--- src/rtl/led_plane_scan.sv ---
module led_plane_scan #(
  parameter int ROWS       = 16,
  parameter int PLANES     = 3,
  parameter int PRESCALE   = 256,
  parameter logic [PLANES*8-1:0] PLANE_CMP = {8'd22, 8'd4, 8'd3},
  parameter int CMP_INIT   = 20,
  parameter int GUARD_PRE  = 10,
  parameter int GUARD_POST = 20,
  parameter bit INTERLACE  = 1'b0,
  parameter bit REVERSE    = 1'b0
) (
  input  logic                      clk,
  input  logic                      rst_n,
  input  logic                      en,
  input  logic [15:0]               fb_data,
  output logic [$clog2(ROWS)-1:0]   fb_row,
  output logic [$clog2(PLANES)-1:0] fb_plane,
  output logic [15:0]               col,
  output logic                      row_clr_n,
  output logic                      row_clk,
  output logic                      row_dat
);
  localparam int RW   = $clog2(ROWS);
  localparam int PW   = $clog2(PLANES);
  localparam int TW   = 9 + $clog2(PRESCALE);
  localparam int GMAX = (GUARD_PRE > GUARD_POST) ? GUARD_PRE : GUARD_POST;
  localparam int GW   = $clog2(GMAX + 1);

  typedef enum logic [1:0] {S_DWELL, S_PRE, S_SEQ, S_POST} st_t;

  st_t           st;
  logic [RW-1:0] nr;
  logic [PW-1:0] np;
  logic [TW-1:0] tmr, lim;
  logic [GW-1:0] gc;
  logic [2:0]    k;
  logic [15:0]   col_q, mapped;
  logic          clr_q, clk_q, dat_q;

  function automatic logic [TW-1:0] lim_of(input logic [PW-1:0] p);
    return TW'((int'(PLANE_CMP[int'(p)*8 +: 8]) + 1) * PRESCALE - 1);
  endfunction

  function automatic logic [PW-1:0] p_next(input logic [PW-1:0] p);
    return (p == PW'(PLANES - 1)) ? '0 : p + 1'b1;
  endfunction

  generate
    if (REVERSE) begin : g_rev
      for (genvar i = 0; i < 16; i++) begin : g_bit
        assign mapped[i] = fb_data[15-i];
      end
    end else begin : g_fwd
      assign mapped = fb_data;
    end
    if (INTERLACE) begin : g_il
      assign fb_row = nr[0] ? RW'((nr >> 1) + RW'(ROWS / 2)) : RW'(nr >> 1);
    end else begin : g_lin
      assign fb_row = nr;
    end
  endgenerate

  assign fb_plane  = np;
  assign col       = en ? col_q : '0;
  assign row_clr_n = en & clr_q;
  assign row_clk   = en & clk_q;
  assign row_dat   = en & dat_q;

  wire [2:0] k_last = (nr == '0) ? 3'd5 : 3'd1;

  always_ff @(posedge clk or negedge rst_n) begin
    if (!rst_n) begin
      st    <= S_DWELL;
      nr    <= '0;
      np    <= '0;
      tmr   <= '0;
      lim   <= TW'((CMP_INIT + 1) * PRESCALE - 1);
      gc    <= '0;
      k     <= '0;
      col_q <= '0;
      clr_q <= 1'b0;
      clk_q <= 1'b0;
      dat_q <= 1'b0;
    end else if (en) begin
      case (st)
        S_DWELL:
          if (tmr == lim) begin
            tmr <= '0;
            if (np == '0) begin
              col_q <= '0;
              gc    <= '0;
              st    <= S_PRE;
            end else begin
              col_q <= mapped;
              lim   <= lim_of(np);
              np    <= p_next(np);
              if (np == PW'(PLANES - 1))
                nr <= (nr == RW'(ROWS - 1)) ? '0 : nr + 1'b1;
            end
          end else begin
            tmr <= tmr + 1'b1;
          end
        S_PRE:
          if (gc == GW'(GUARD_PRE - 1)) begin
            gc <= '0;
            k  <= '0;
            st <= S_SEQ;
          end else begin
            gc <= gc + 1'b1;
          end
        S_SEQ: begin
          if (nr == '0) begin
            case (k)
              3'd0:    clr_q <= 1'b0;
              3'd1:    clr_q <= 1'b1;
              3'd2:    dat_q <= 1'b1;
              3'd3:    clk_q <= 1'b1;
              3'd4:    clk_q <= 1'b0;
              default: dat_q <= 1'b0;
            endcase
          end else begin
            clk_q <= (k == 3'd0);
          end
          if (k == k_last) st <= S_POST;
          else             k  <= k + 1'b1;
        end
        S_POST:
          if (gc == GW'(GUARD_POST - 1)) begin
            gc    <= '0;
            col_q <= mapped;
            lim   <= lim_of(np);
            np    <= p_next(np);
            st    <= S_DWELL;
          end else begin
            gc <= gc + 1'b1;
          end
        default: st <= S_DWELL;
      endcase
    end
  end

  a_r2_timer_bound: assert property (@(posedge clk) disable iff (!rst_n)
    tmr <= lim);

  a_r4_strobe_blank: assert property (@(posedge clk) disable iff (!rst_n)
    (en && $past(en) && !$stable({row_clr_n, row_clk, row_dat})) |-> col == '0);

  a_r5_data_clear: assert property (@(posedge clk) disable iff (!rst_n)
    row_dat |-> (row_clr_n && col == '0));

  a_r6_clk_single: assert property (@(posedge clk) disable iff (!rst_n)
    $rose(row_clk) |=> !row_clk);

  a_r11_off: assert property (@(posedge clk) disable iff (!rst_n)
    !en |-> (col == '0 && !row_clk && !row_dat && !row_clr_n));
endmodule

--- config.mk ---
export PLATFORM = sky130hd
export DESIGN_NAME = led_plane_scan
export DESIGN_NICKNAME = d
export VERILOG_FILES = /design/src/rtl/led_plane_scan.sv
export SDC_FILE = /design/constraint.sdc
export NUM_CORES = 1
export LEC_CHECK = 0
export ABC_AREA = 1
export BUFFER_PORTS_ARGS = -buffer_cell sky130_fd_sc_hd__buf_4
export CAP_MARGIN = 20
export CELL_PAD_IN_SITES_DETAIL_PLACEMENT = 1
export CELL_PAD_IN_SITES_GLOBAL_PLACEMENT = 1
export CORE_ASPECT_RATIO = 0.9
export CORE_UTILIZATION = 39
export DETAILED_ROUTE_END_ITERATION = 16
export GPL_ROUTABILITY_DRIVEN = 0
export MAX_ROUTING_LAYER = met4
export PLACE_DENSITY_LB_ADDON = 0.05
export SLEW_MARGIN = 10
export SYNTH_ARGS = -nofsm -noshare
export SYNTH_HDL_FRONTEND = slang
export SYNTH_SLANG_ARGS = --single-unit
--- constraint.sdc ---
create_clock -name clk -period 2.3 [get_ports clk]
set_input_delay 0 -clock clk [delete_from_list [all_inputs] [get_ports clk]]
set_output_delay 0 -clock clk [all_outputs]
set_load 0.01 [all_outputs]
Yosys cells after proc, flatten, opt, wreduce, memory -nomap -nowiden. Index checks and enable logic that the tools add are counted. Widths: inputs -> output; s select.

Bitwise operators: 5. Equal/unequal tests: 21. Shift-type cells: 1. Mux-type cells: 35. Reduce and logical (&&, ||, !) cells: 19. $add $sub $neg: 7.

Operators by type and width (number): $mux 17 (4); $mux 16 (4); $pmux 17 s2 (1); $pmux 16 s2 (1); $shiftx 24x6->8 const A (1); $mux 5 (4); $reduce_and 4->1 (5); $mux 2 (9); $add 17x1->17 const B (1); $eq 17x17->1 (1); $sub 17x1->17 const B (1); $pmux 5 s3 (1); $ne 2x2->1 const B (7); $reduce_and 5->1 (2); $add 8x1->9 const B (1); $mux 3 (3); $pmux 2 s4 (1); $eq 2x2->1 const B (3); $eq 3x2->1 const B (2); $pmux 1 s2 (3); $pmux 3 s2 (1); $reduce_and 6->1 (1); $reduce_bool 2->1 (3); $add 5x1->5 const B (1); other kinds (23) (27).

Output and inout port bits: 25. Word-level logic and storage cells: 99. Input bits: 19. Flip-flop bits (word level): 69.

Depth between registers and ports, before layout. Gate-level depths: netlist (run 1).

Depth in word-level cells: 6. Depth in mapped cells: 12. Gate-level depth less buffers: 12.

Worst setup path before layout (run 1). OpenSTA, ideal clock, no wires.

Path type: reg2reg. From: reg st[0]. To: reg tmr[15]. Arrival time: 1.663 ns. Setup slack: 0.523 ns. Buffers on the path: 0. Clock period less this slack: 1.777 ns. Stages on the path, launching flop included: 11. Library setup time: 0.114 ns. Required time: 2.186 ns. Cells stage by stage: dfrtp_1 -> inv_1 -> ha_1 -> nand2_1 -> nor2_1 -> nand3_1 -> nor2_1 -> nand2_1 -> xor2_1 -> nand2_1 -> inv_1.

Word-level cells in the longest chain between the ends: 2.

Ends and longest elaborated chain: start: declaration (line 31) `st_t st;`; start signal: assignment (line 73) `st <= S_DWELL;`; start signal: assignment (line 92) `st <= S_PRE;`; start signal: assignment (line 107) `st <= S_SEQ;`; $logic_not 2->1 (line 85) `case (st)`; $reduce_and 2->1 (no line); end signal: assignment (line 101) `tmr <= tmr + 1'b1;`; end: declaration (line 34) `logic [TW-1:0] tmr, lim;`.

Every way passes these cells. A chain may end at the register's enable or synchronous reset.

Final worst setup path (run 1).
From: reg st[1]. To: reg tmr[16].

The elaborated chain is that of the path after synthesis.

==> results of run 1 <==
-- cell usage in the layout, fill, tap and decap left out, types with 10 or more instances in the layout --
| master | count |
|---|---|
| dlygate4sd3_1 | 17 |
| o21ai_2 | 16 |
| nor2_1 | 20 |
| nand3_1 | 24 |
| xor2_1 | 10 |
| dfrtp_1 | 57 |
| nand2_2 | 17 |
| nand2_1 | 140 |
| nand4_1 | 11 |
| inv_1 | 69 |
| clkbuf_8 | 12 |
| ha_1 | 19 |
| buf_4 | 45 |
-- final cells by class --
cell class | count | area, sq um | area share [%]
Clock buffer | 13 | 168.9 | 3.835
Timing Repair Buffer | 63 | 528.0 | 11.99
Tap cell | 119 | 148.9 | 3.381
Multi-Input combinational cell | 311 | 1792 | 40.68
Inverter | 74 | 277.8 | 6.307
Clock inverter | 2 | 10.01 | 0.2273
Sequential cell | 59 | 1479 | 33.58
-- worst min-delay path, delay by kind of cell --
kind / cells / cell delay [ps]
and+or+nand+nor: 3 / 260
buffers and inverters: 1 / 90
-- metal layers --
layer	up-vias	share of wire, %	routed length [um]	track usage (%)
met2	39	46	3932	31.57
met3	7	3.5	297	6.054
met1	1481	50	4268	28.00
li1	1537	-	-	-
met5	-	0	0	-
met4	0	1.1	97	5.986
-- where the power goes --
group | switching, W | internal (W) | leakage [nW] | total (W)
Combinational | 0.000116 | 0.0000958 | 1.43 | 0.000212
Sequential | 0.0000605 | 0.00109 | 0.783 | 0.00115
Clock | 0.000400 | 0.000470 | 0.0953 | 0.000870
Total | 0.000577 | 0.00166 | 2.31 | 0.00223
-- sequential cells by signal, summed over array words and instances (netlist names) --
register / count
clk_q: 1
lim: 8
fb_row: 4
tmr: 17
fb_plane: 1
dat_q: 1
st: 2
gc: 5
col_q: 16
k: 3
clr_q: 1
-- repair_timing --
action	CTS	global route
hold endpoints to repair	73	0
endpoints found under the setup margin	0	0
gates resized for setup	0	0
buffers inserted	0	0
hold buffers	17	0
-- worst min path at each step --
stage,slack [ps],end,start
2_1_floorplan,-300,clk_q,rst_n
3_3_place_gp,130,lim[16],rst_n
6_report,50,tmr[1],en
5_1_grt,70,tmr[1],en
3_5_place_dp,140,lim[15],rst_n
4_1_cts,40,tmr[1],en
-- stage by stage --
step | setup WS [ps] | hold slack (ps) | util (%) | cell area, sq um
floorplan | 522.8 | -295.6 | - | 3615
finish | 241.3 | 47.43 | 50.23 | 4404
global placement | 331.9 | 132.2 | 46.25 | 4055
detailed placement | 213.7 | 139.8 | 46.25 | 4055
global route | 1.008 | 66.20 | 50.23 | 4404
CTS | 202.3 | 42.36 | 50.23 | 4404
-- logic make-up (layout without fill, tap and decap cells) --
| logic type | Yosys count | after routing |
|---|---|---|
| AO/OA/AOI/OAI | 39 | 39 |
| XOR/XNOR | 17 | 17 |
| adder cells (fa/ha/maj) | 19 | 19 |
| buffers and inverters | 84 | 152 |
| flip-flops | 59 | 59 |
| multiplexers | 1 | 1 |
| AND/OR/NAND/NOR | 235 | 235 |
==> reports/metrics.yaml, run 1 <==
run_status: "finished clean"
syn_inst: 454
clock_path_buffers: 2
start_kind: "flop"
ys_async_sr_fraction_pct: 100.0
relSlewSlack_pct: 48.49
io_pins: 44
grt_pass1_wl_mm: 15.04
power.density_mw_per_mm2: 507.4
viasPerCell: 4.780
setup_viol: 0
dieHeight_um: 93.33
dp_cells: 609
synth_xor_xnor_area_share_pct: 4.119
cp_num_buf_inv: 3
grt.overflow.total: 0
synth_cell_types: 41
ant_nets: 0
dp_hpwl_mm: 6.236
cts_sinks: 59
die_x_um: 103.5
cts_root_buffer: "clkbuf_8"
synth_edf_count: 0
slowest_stage: "dfrtp_1"
synth-simple-area-share_pct: 30.77
r2r_end: "tmr[16]"
fin_nets: 556
cp.arrival_ps: 2300
die_area_sq_mm: 0.009658
vias: 3064
hold_violations: 0
port_buffers: 43
antenna_found_initial: 0
synth-compound-area-share_pct: 7.788
core_sq_mm: 0.008768
critPathCapture: "tmr[16]"
finalPower_w: 0.002235
area_growth_pct: 21.84
holdPathStages: 4
drv_cap: 0
grt_pass1_vias: 3156
cp.depth: 11
netlist_top_cells_count: "nand2_1 (140), inv_1 (69), dfrtp_1 (57)"
yosysMostFrequentCell: "nand2_1"
routed_wl_mm: 8.594
leakage_nw: 2.309
max_freq_mhz: 485.7
final_cells: 641
reg2reg_from: "st[1]"
ys_ff_latch: 59
rows: 32
r2r_setup_slack_ps: 240
peakVddDrop_uv: 339.2
crit_chain: "inv_1 -> ha_1 -> nand2_1 -> inv_2 -> nand3_2 -> nor4_4 -> nand2_1 -> nand2_1 -> nand2_1 -> nand2_1 -> inv_1"
period_minus_slack_ps: 2059
tightest_slew_ps: 772.7
clk_pin_slew_ps: 70
syn_area_sq_mm: 0.003615
synth_top_area_share_pct: 39.46
start_util_pct: 41.22
numCtsBuffers: 9
firstDrtPassIters: 4
clock_latency_ps: 350
grt_max_degree: 60
worstSetupPathType: "reg2reg"
path_max_fanout: 6
cts_tree: "built"
synth.area.mux_share_pct: 0.3115
synth_area_leader_cell: "dfrtp_1"
yosys-top-cells-area: "dfrtp_1 (39%), nand2_1 (15%), inv_1 (7.2%)"
wire_per_inst_um: 13.41
rsz0062_at_grt: "no"
critical_path.startpoint: "st[1]"
synth_fa_ha_area_share_pct: 6.577
min_period_over_period_pct: 89.51
synth_top_family_by_area: "simple AND/OR/NAND/NOR gates"
ys_warn_count: 0
critPathRequiredTime_ps: 2540
hold_path_class: "in2reg"
reg2reg_depth: 11
cts_max_level: 3
finalMaxSlewViolations: 0
ys_seq_area_share_pct: 40.91
synthFlopType: "dfrtp_1"
tns_ps: 0
drt_iter0_markers: 52
drive_gt1_share_pct: 22.22
crit_path_max_incr_delay_ps: 420
path_common_cell: "nand2_1"
syn_area_per_cell_sq_um: 7.962
fill_cells: 1070
drc_errors: 0
antenna_cells: 0
track_usage_pct: 21.18
fin_skew_ps: 8.290
crit_path_end_kind: "flop"
cp_top_family: "simple AND/OR/NAND/NOR gates"
syn_nets: 492
(Power assumes the default switching activity.)
==> run 2, diff against run 1 <==
CORE_UTILIZATION = 43   (was 39)
MAX_ROUTING_LAYER = default   (was met4)
==> reports/metrics.yaml, run 2 (same netlist as run 1, synthesis figures left out) <==
postCtsSetupBuffers: 0  # unchanged
clock_latency_ps: 340  # about the same
setup_viol: 0  # unchanged
run_status: "finished clean"
die_x_um: 98.65  # -4.7%
reg2reg_from: "tmr[0]"
port_buffers: 43  # unchanged
peakVddDrop_uv: 576.7  # +70%
cts_tree: "built"
fill_cells: 999  # -6.6%
tns_ps: 0  # unchanged
die_area_sq_mm: 0.008777  # -9.1%
clock_path_buffers: 2  # unchanged
hold_violations: 0  # unchanged
clk_pin_slew_ps: 60  # about the same
vias: 3064  # unchanged
dp_hpwl_mm: 6.024  # -3.4%
top_register: "tmr"
critPathRequiredTime_ps: 2510  # -30 ps
grt_pass1_vias: 3029  # -4.0%
crit_path_end_kind: "flop"
crit_path_max_incr_delay_ps: 400  # -20 ps
finish.instance_area_sq_mm: 0.004418  # +0.31%
routed_wl_mm: 8.777  # +2.1%
reg2reg_depth: 11  # unchanged
r2r_end: "col_q[15]"
hold_path_class: "in2reg"
wire_per_inst_um: 14.11  # +5.2%
rows: 31  # -3.1%
worstSetupPathType: "reg2reg"
rsz0062_at_grt: "no"
start_kind: "flop"
max_freq_mhz: 499.5  # +2.8%
drv_cap: 0  # unchanged
slowest_stage: "dfrtp_1"
cts_max_level: 3  # unchanged
relSlewSlack_pct: 47.20  # -1.3 points
most-common-layout-cells: "nand2_1 (140), inv_1 (69), dfrtp_1 (57)"
tightest_slew_ps: 792.0  # +19.31 ps
viasPerCell: 4.926  # +3.1%
largest_reg_flops: 17  # unchanged
leakage_nw: 2.318  # +0.40%
track_usage_pct: 21.23  # +0.051 points
antenna_cells: 0  # unchanged
place_ws_ps: 168.7  # -45.03 ps
fin_skew_ps: 12.88  # +4.589 ps
numCtsBuffers: 9  # unchanged
power.density_mw_per_mm2: 555.9  # +9.6%
core_sq_mm: 0.008107  # -7.5%
ant_nets: 0  # unchanged
drive_gt1_share_pct: 22.56  # +0.34 points
multi_input_area_sq_mm: 0.001794  # +0.14%
fin_ws_ps: 297.9  # +56.67 ps
critPathCapture: "col_q[15]"
cts_root_buffer: "clkbuf_8"
holdPathStages: 3  # -1
final_common_cell: "nand2_1"
drc_errors: 0  # unchanged
drt_iter0_markers: 102  # +96%
cts_sinks: 59  # unchanged
firstDrtPassIters: 5  # +1
grt.overflow.total: 0  # unchanged
area_growth_pct: 22.22
fin_nets: 556  # unchanged
io_pins: 44  # unchanged
top_regs: "tmr (17), col_q (16), lim (8)"
critical_path.startpoint: "tmr[0]"
dieHeight_um: 88.98  # -4.7%
r2r_setup_slack_ps: 300  # +60 ps
min_period_over_period_pct: 87.05  # -2.5 points
place_area_sq_mm: 0.004018  # -0.93%
antenna_found_initial: 0  # unchanged
path_max_fanout: 32  # +26
seq_area_sq_mm: 0.001479  # unchanged
finalMaxSlewViolations: 0  # unchanged
grt_pass1_wl_mm: 14.45  # -3.9%
start_util_pct: 44.59  # +3.4 points
grt_max_degree: 60  # unchanged
period_minus_slack_ps: 2002  # -56.67 ps
cp.arrival_ps: 2210  # -90 ps
crit_chain: "ha_1 -> nand3_4 -> nor2_4 -> nand2_2 -> nor2_4 -> nand2_2 -> nand2_4 -> nand3_4 -> buf_4 -> nand2_1 -> o21ai_2"
[run 2: cell types whose count changed in the layout (fill, tap and decap cells not counted), sizes merged]
| cell | before | now |
|---|---|---|
| clkbuf | 13 | 12 |
| bufinv | 0 | 2 |
| clkinvlp | 0 | 1 |
| clkinv | 2 | 1 |
[run 2: power breakdown]
part	leakage [nW]	total [W]	internal, W	switching, W
registers	0.783	0.00115	0.00109	0.0000622
logic	1.42	0.000212	0.0000953	0.000117
clock network	0.113	0.00109	0.000668	0.000422
total	2.32	0.00246	0.00186	0.000601
[run 2: worst min-delay path by stage]
stage	from	endpoint	slack (ps)
global route	en	st[0]	210
detailed placement	rst_n	lim[15]	140
finish	en	st[0]	190
floorplan	rst_n	clk_q	-300
CTS	en	st[0]	170
global placement	rst_n	lim[15]	130
[run 2: layer usage]
layer | part of all wire [%] | track usage [%]
met1 | 49 | 28.14
met5 | 0 | 0
met3 | 3.1 | 4.378
met2 | 47 | 35.08
met4 | 1.1 | 7.327
[run 2: stage by stage]
step / cells / util [%] / hold WS (ps) / power [W]
after floorplan: 454 / - / -295.6 / 0.001280
after global placement: 589 / 49.56 / 127.7 / 0.001352
after detailed placement: 589 / 49.56 / 137.1 / 0.001361
after CTS: 622 / 54.47 / 170.6 / 0.002498
after global routing: 622 / 54.50 / 213.8 / 0.002566
final: 622 / 54.50 / 193.9 / 0.002456
[run 2: timing repair]
action | 4_1_cts | 5_1_grt
hold buffers | 17 | 0
endpoints found under the setup margin | 0 | 1
gates resized for setup | 0 | 1
hold endpoints to repair | 73 | 0
[run 2: cell type report]
class                      count  area share (%)
multi-input combinational    311           40.61
sequential                    59           33.47
timing repair buffer          63           11.67
inverter                      74           6.287
clock buffer                  12           3.512
tap                           99           2.804
clock inverter                 4           1.643
[run 2: critical path, delay by kind of cell (launching register included)]
kind	cells	cell delay (ps)
AND/OR/NAND/NOR	8	900
flip-flops	1	400
buffers and inverters	1	290
adder cells (fa/ha/maj)	1	230
AO/OA/AOI/OAI	1	60
